$ cat config.mk
export PLATFORM = sky130hd
export DESIGN_NAME = irqc_top
export DESIGN_NICKNAME = d
export VERILOG_FILES = /design/src/rtl/irqc_pkg.sv /design/src/rtl/irqc_cfg_regs.sv /design/src/rtl/irqc_capture.sv /design/src/rtl/irqc_prio_enc.sv /design/src/rtl/irqc_top.sv
export SDC_FILE = /design/constraint.sdc
export NUM_CORES = 1
export LEC_CHECK = 0
export CAP_MARGIN = 40
export CORE_MARGIN = 10
export CORE_UTILIZATION = 55
export DETAILED_ROUTE_END_ITERATION = 10
export HOLD_SLACK_MARGIN = 0.06
export PLACE_DENSITY_LB_ADDON = 0.12
export SLEW_MARGIN = 0
export SYNTH_ARGS = -nofsm -noshare
export SYNTH_HDL_FRONTEND = slang
export SYNTH_SLANG_ARGS = --single-unit
$ cat constraint.sdc
create_clock -name clk -period 2.6 [get_ports clk]
set_clock_uncertainty 0.05 [all_clocks]
set_input_delay 0.26 -clock clk [delete_from_list [all_inputs] [get_ports clk]]
set_output_delay 0.26 -clock clk [all_outputs]
set_load 0.005 [all_outputs]
$ cat src/rtl/irqc_pkg.sv
package irqc_pkg;

    typedef enum logic [1:0] {
        SEL_MASK = 2'd0,
        SEL_MODE = 2'd1,
        SEL_POL  = 2'd2,
        SEL_THR  = 2'd3
    } cfg_sel_e;

    // Maps a line index to its vector: low group from lo_base, rest from hi_base.
    function automatic int unsigned line_vector(input int unsigned line,
                                                input int unsigned group,
                                                input int unsigned lo_base,
                                                input int unsigned hi_base);
        if (line < group) return lo_base + line;
        return hi_base + (line - group);
    endfunction

endpackage

$ cat src/rtl/irqc_cfg_regs.sv
module irqc_cfg_regs
    import irqc_pkg::*;
#(
    parameter int unsigned N_LINES = 16,
    parameter int unsigned THR_W   = 5
) (
    input  logic               clk,
    input  logic               rst_n,
    input  logic               we,
    input  logic [1:0]         sel,
    input  logic [N_LINES-1:0] wdata,
    output logic [N_LINES-1:0] mask_q,
    output logic [N_LINES-1:0] mode_q,
    output logic [N_LINES-1:0] pol_q,
    output logic [THR_W-1:0]   thr_q
);

    typedef struct packed {
        logic [N_LINES-1:0] mask;
        logic [N_LINES-1:0] mode;
        logic [N_LINES-1:0] pol;
        logic [THR_W-1:0]   thr;
    } cfg_t;

    cfg_t cfg_d, cfg_q;

    always_comb begin
        cfg_d = cfg_q;
        if (we) begin
            case (cfg_sel_e'(sel))
                SEL_MASK: cfg_d.mask = wdata;
                SEL_MODE: cfg_d.mode = wdata;
                SEL_POL:  cfg_d.pol  = wdata;
                SEL_THR:  cfg_d.thr  = wdata[THR_W-1:0];
                default:  cfg_d      = cfg_q;
            endcase
        end
    end

    always_ff @(posedge clk or negedge rst_n) begin
        if (!rst_n) begin
            cfg_q.mask <= '1;
            cfg_q.mode <= '0;
            cfg_q.pol  <= '0;
            cfg_q.thr  <= THR_W'(N_LINES);
        end else begin
            cfg_q <= cfg_d;
        end
    end

    assign mask_q = cfg_q.mask;
    assign mode_q = cfg_q.mode;
    assign pol_q  = cfg_q.pol;
    assign thr_q  = cfg_q.thr;

endmodule

$ cat src/rtl/irqc_capture.sv
module irqc_capture #(
    parameter int unsigned N_LINES = 16
) (
    input  logic               clk,
    input  logic               rst_n,
    input  logic [N_LINES-1:0] line_in,
    input  logic [N_LINES-1:0] mask,
    input  logic [N_LINES-1:0] mode,
    input  logic [N_LINES-1:0] pol,
    input  logic [N_LINES-1:0] clr,
    output logic [N_LINES-1:0] pend_o
);

    typedef struct packed {
        logic [N_LINES-1:0] prev;
        logic [N_LINES-1:0] pend;
    } cap_t;

    cap_t st_d, st_q;
    logic [N_LINES-1:0] act;
    logic [N_LINES-1:0] edge_set;

    always_comb begin
        act      = line_in ^ pol;
        edge_set = act & ~st_q.prev & ~mask;
        st_d     = st_q;
        st_d.prev = act;
        for (int i = 0; i < int'(N_LINES); i++) begin
            if (mode[i]) begin
                st_d.pend[i] = act[i];
            end else begin
                // a fresh edge in the clearing cycle is kept
                st_d.pend[i] = (st_q.pend[i] & ~clr[i]) | edge_set[i];
            end
        end
    end

    always_ff @(posedge clk or negedge rst_n) begin
        if (!rst_n) begin
            st_q <= '0;
        end else begin
            st_q <= st_d;
        end
    end

    assign pend_o = st_q.pend;

endmodule

$ cat src/rtl/irqc_prio_enc.sv
module irqc_prio_enc #(
    parameter int unsigned N_LINES = 16,
    parameter int unsigned IDX_W   = 4,
    parameter int unsigned THR_W   = 5
) (
    input  logic [N_LINES-1:0] req,
    input  logic [THR_W-1:0]   thr,
    output logic               valid,
    output logic [IDX_W-1:0]   idx
);

    logic [N_LINES-1:0] elig;
    logic [N_LINES-1:0] win;
    logic [N_LINES:0]   seen;

    assign seen[0] = 1'b0;

    for (genvar g = 0; g < int'(N_LINES); g++) begin : g_chain
        assign elig[g]   = req[g] & (thr > THR_W'(g));
        assign win[g]    = elig[g] & ~seen[g];
        assign seen[g+1] = seen[g] | elig[g];
    end

    assign valid = seen[N_LINES];

    always_comb begin
        idx = '0;
        for (int i = 0; i < int'(N_LINES); i++) begin
            if (win[i]) idx = idx | IDX_W'(i);
        end
    end

endmodule

$ cat src/rtl/irqc_top.sv
module irqc_top
    import irqc_pkg::*;
#(
    parameter int unsigned N_LINES = 16,
    parameter int unsigned VEC_W   = 8,
    parameter int unsigned GROUP   = 8,
    parameter int unsigned LO_BASE = 32,
    parameter int unsigned HI_BASE = 40
) (
    input  logic               clk,
    input  logic               rst_n,
    input  logic [N_LINES-1:0] irq_in,
    input  logic               cfg_we,
    input  logic [1:0]         cfg_sel,
    input  logic [N_LINES-1:0] cfg_wdata,
    input  logic               ack_i,
    output logic               irq_o,
    output logic [VEC_W-1:0]   vec_o
);

    localparam int unsigned IDX_W = $clog2(N_LINES);
    localparam int unsigned THR_W = $clog2(N_LINES + 1);

    typedef struct packed {
        logic             busy;
        logic [IDX_W-1:0] line;
        logic [VEC_W-1:0] vec;
    } pres_t;

    logic [N_LINES-1:0] mask_q;
    logic [N_LINES-1:0] mode_q;
    logic [N_LINES-1:0] pol_q;
    logic [THR_W-1:0]   thr_q;
    logic [N_LINES-1:0] pend;
    logic [N_LINES-1:0] clr;
    logic               win_valid;
    logic [IDX_W-1:0]   win_idx;
    pres_t              pres_d, pres_q;

    irqc_cfg_regs #(
        .N_LINES(N_LINES),
        .THR_W  (THR_W)
    ) u_cfg (
        .clk   (clk),
        .rst_n (rst_n),
        .we    (cfg_we),
        .sel   (cfg_sel),
        .wdata (cfg_wdata),
        .mask_q(mask_q),
        .mode_q(mode_q),
        .pol_q (pol_q),
        .thr_q (thr_q)
    );

    irqc_capture #(
        .N_LINES(N_LINES)
    ) u_cap (
        .clk    (clk),
        .rst_n  (rst_n),
        .line_in(irq_in),
        .mask   (mask_q),
        .mode   (mode_q),
        .pol    (pol_q),
        .clr    (clr),
        .pend_o (pend)
    );

    irqc_prio_enc #(
        .N_LINES(N_LINES),
        .IDX_W  (IDX_W),
        .THR_W  (THR_W)
    ) u_enc (
        .req  (pend & ~mask_q),
        .thr  (thr_q),
        .valid(win_valid),
        .idx  (win_idx)
    );

    always_comb begin
        pres_d = pres_q;
        clr    = '0;
        if (pres_q.busy) begin
            if (ack_i) begin
                pres_d.busy       = 1'b0;
                clr[pres_q.line]  = 1'b1;
            end
        end else if (win_valid) begin
            pres_d.busy = 1'b1;
            pres_d.line = win_idx;
            pres_d.vec  = VEC_W'(line_vector(int'(win_idx), GROUP, LO_BASE, HI_BASE));
        end
    end

    always_ff @(posedge clk or negedge rst_n) begin
        if (!rst_n) begin
            pres_q <= '0;
        end else begin
            pres_q <= pres_d;
        end
    end

    assign irq_o = pres_q.busy;
    assign vec_o = pres_q.vec;

endmodule

==> flow_summary.toml <==
[outcome]
status = "complete, no violations"

[cts]
cts_tree = "built"
cts_resized = 0
worstSkewPairLatency_ns = 0.35
htreeDepth = 3
post_cts_buffers = 0
cts-root-buf = "clkbuf_8"
cts_sinks = 91
numCtsBuffers = 9
path_clk_slew_ns = 0.09
clk_path_buf_depth = 2

[synthesis]
yosysUniqueCellTypes = 46
synth_largest_area_cell = "dfrtp_1"
yosysSeqAreaShare_pct = 56.1
synth_seq_cells = 91
yosys.area_share.simple_pct = 13.9
synth_edf_count = 0
synth_top_family_by_area = "multiplexers"
synth-xor-area-share_pct = 3.42
synth_ff_type = "dfrtp_1"
synthMuxAreaShare_pct = 14.6
postSynth.asyncResetShare_pct = 100
synth_top_area_share_pct = 45.2
postSynthAreaPerCell_sq_um = 11.8
yosys-top-cells-count = "dfrtp_1, mux2_2, nand2_1"
synth_area_sq_um = 4090
synth_compound_area_share_pct = 9.69
synth_area_leaders = "dfrtp_1, mux2_2, dfstp_2"
synth_cells = 346
synth_most_common_cell = "dfrtp_1"
synthAdderAreaFrac_pct = 0
yosysWarnings = 0

[power]
power_density_nw_per_um2 = 860
finalPower_uw = 4200
p_leak_uw = 0.00202
ir_worst_vdd_mv = 0.515

[timing]
fin_crit_sh_pct = 91.3
fmax_ghz = 0.421
finalMaxSlewViolations = 0
hold_viol = 0
setup_tns_ns = 0
rsz0062_at_grt = "no"
period_needed_ns = 2.38
max-slew-margin-rel_pct = 50.0
setup_violations = 0
worst_pin_slew_ns = 0.744

[setup_path]
crit_required_ns = 2.79
r2r_slack_ns = 0.22
startpoint = "u_cfg.thr_q[2]"
crit_path_end_kind = "flop"
path_cells = "o21ai_0 > a2111oi_2 > nor4_1 > a41oi_1 > mux2_2"
cp_num_buf_inv = 0
slowest_delay_ns = 0.58
crit_fanout = 14
arrival_ns = 2.57
slowest_stage = "dfrtp_1"
reg2regPathDepth = 5
startpoint_type = "flop"
cp-endpoint = "vec_o[3]"
crit_family = "compound AO/OA/AOI/OAI gates"
crit_type = "reg2reg"
reg2reg_from = "u_cfg.thr_q[2]"
crit_cells = 5
r2r_end = "vec_o[3]"

[flow_run]
drv_cap = 0

[detailed_routing]
viasPerCell = 5.48
drtIter0Drc = 119
ant_nets = 0
vias = 2754
wl_microns = 8720
firstDrtPassIters = 4
wire_per_inst_microns = 17.3
drc_errors = 0

[grt]
antenna_found_initial = 0
grt_pass1_vias = 2970
grt_overflow = 0
grt_pass1_wl_microns = 14600
grtUsageTotal_pct = 16.1
grt_start_max_net_pins = 47

[floorplan]
dieArea_sq_um = 11300
die_x_microns = 106
ios = 47
die_h_microns = 106
rows = 31
initial_core_util_pct = 56.4
coreArea_sq_um = 7250

[final_layout]
fill_cells = 575
layout.cells.non_filler = 503
area_growth_pct = 19.3
drive_gt1_share_pct = 25.5
num-nets-final = 437
n_antenna_cell = 0

[hold_path]
hp-class = "in2async"

[placed_design]
dp.cells = 486
place.gp.congestion = 0.925
hpwl_microns = 6270
port_buffers = 43
[cell usage in the layout (no fill, tap or decap), drive strengths merged, types with 3 or more instances in the layout]
cell type | synthesis | final
clkdlybuf4s50 | 0 | 42
nand3b | 12 | 12
nor4 | 3 | 3
nor3b | 6 | 6
nand2 | 27 | 27
o31ai | 3 | 3
xor2 | 16 | 16
clkinv | 0 | 4
nor2 | 26 | 26
and2 | 3 | 3
a31oi | 3 | 3
buf | 5 | 9
dfstp | 17 | 17
dfrtp | 74 | 74
nand2b | 5 | 5
mux2 | 53 | 53
clkbuf | 7 | 10
nand3 | 5 | 5
nor3 | 3 | 3
inv | 8 | 8
a21oi | 10 | 10
a211o | 6 | 6
conb | 1 | 3
o21ai | 22 | 22
nor2b | 5 | 5
[layer usage]
metal,routed length [microns],global-route usage [%]
met1,3860,20.4
met4,106,5.61
met5,0,0
met3,345,3.86
met2,4410,26.3
[worst reg2reg max path, delay by kind of cell, from the launching register on]
kind / cells / cell delay (ns)
compound gates: 3 / 1.16
flops: 1 / 0.58
mux: 1 / 0.38
simple gates: 1 / 0.09
[how the worst min path moves through the flow]
stage / startpoint / endpoint / slack (ns)
2_1_floorplan: rst_n / irq_o / -0.09
5_1_grt: rst_n / u_cfg.pol_q[0] / 0.43
3_5_place_dp: rst_n / u_cfg.pol_q[0] / 0.25
4_1_cts: rst_n / u_cfg.mode_q[0] / 0.42
3_3_place_gp: rst_n / u_cap.st_q[16] / 0.25
6_report: rst_n / u_cfg.pol_q[2] / 0.41
[timing repair]
| item | CTS | global route |
|---|---|---|
| setup endpoints to repair | 0 | 0 |
| hold endpoints to repair | 36 | 0 |
| hold buffers | 1 | 0 |
[power by group]
| part | switching (uW) | internal (uW) |
|---|---|---|
| clock network | 495 | 471 |
| registers | 291 | 1810 |
| logic | 553 | 584 |
[cell type report]
class / count / area [sq um] / area share, %
multi-input combinational: 237 / 1720 / 35.2
inverter: 8 / 30.0 / 0.615
tap: 99 / 124 / 2.54
clock inverter: 6 / 65.1 / 1.33
timing repair buffer: 52 / 510 / 10.5
clock buffer: 10 / 138 / 2.82
sequential: 91 / 2300 / 47.1
[logic make-up after synthesis]
logic type	after synthesis
multiplexers	53
AO/OA/AOI/OAI	60
other	1
AND/OR/NAND/NOR	105
XOR/XNOR	16
buffers and inverters	20
flip-flops	91
[state kept, by name, indices dropped and copies added, names as in the netlist]
register,cells
u_cfg.mode_q,16
u_cfg.mask_q,16
irq_o,1
pres_q,3
u_cfg.pol_q,16
u_cfg.thr_q,5
u_cap.pend_o,16
vec_o,2
u_cap.st_q,16
[stage by stage]
| stage | area [sq um] | hold slack [ns] | setup WS, ns | utilization [%] |
|---|---|---|---|---|
| global route | 4880 | 0.427 | 0.0474 | 67.3 |
| finish | 4880 | 0.405 | 0.225 | 67.3 |
| floorplan | 4100 | -0.0856 | 0.445 | - |
| detailed placement | 4670 | 0.255 | 0.243 | 64.4 |
| global placement | 4670 | 0.248 | 0.311 | 64.4 |
| CTS | 4880 | 0.416 | 0.228 | 67.3 |
Note: power is estimated with default switching activity, not from simulation.
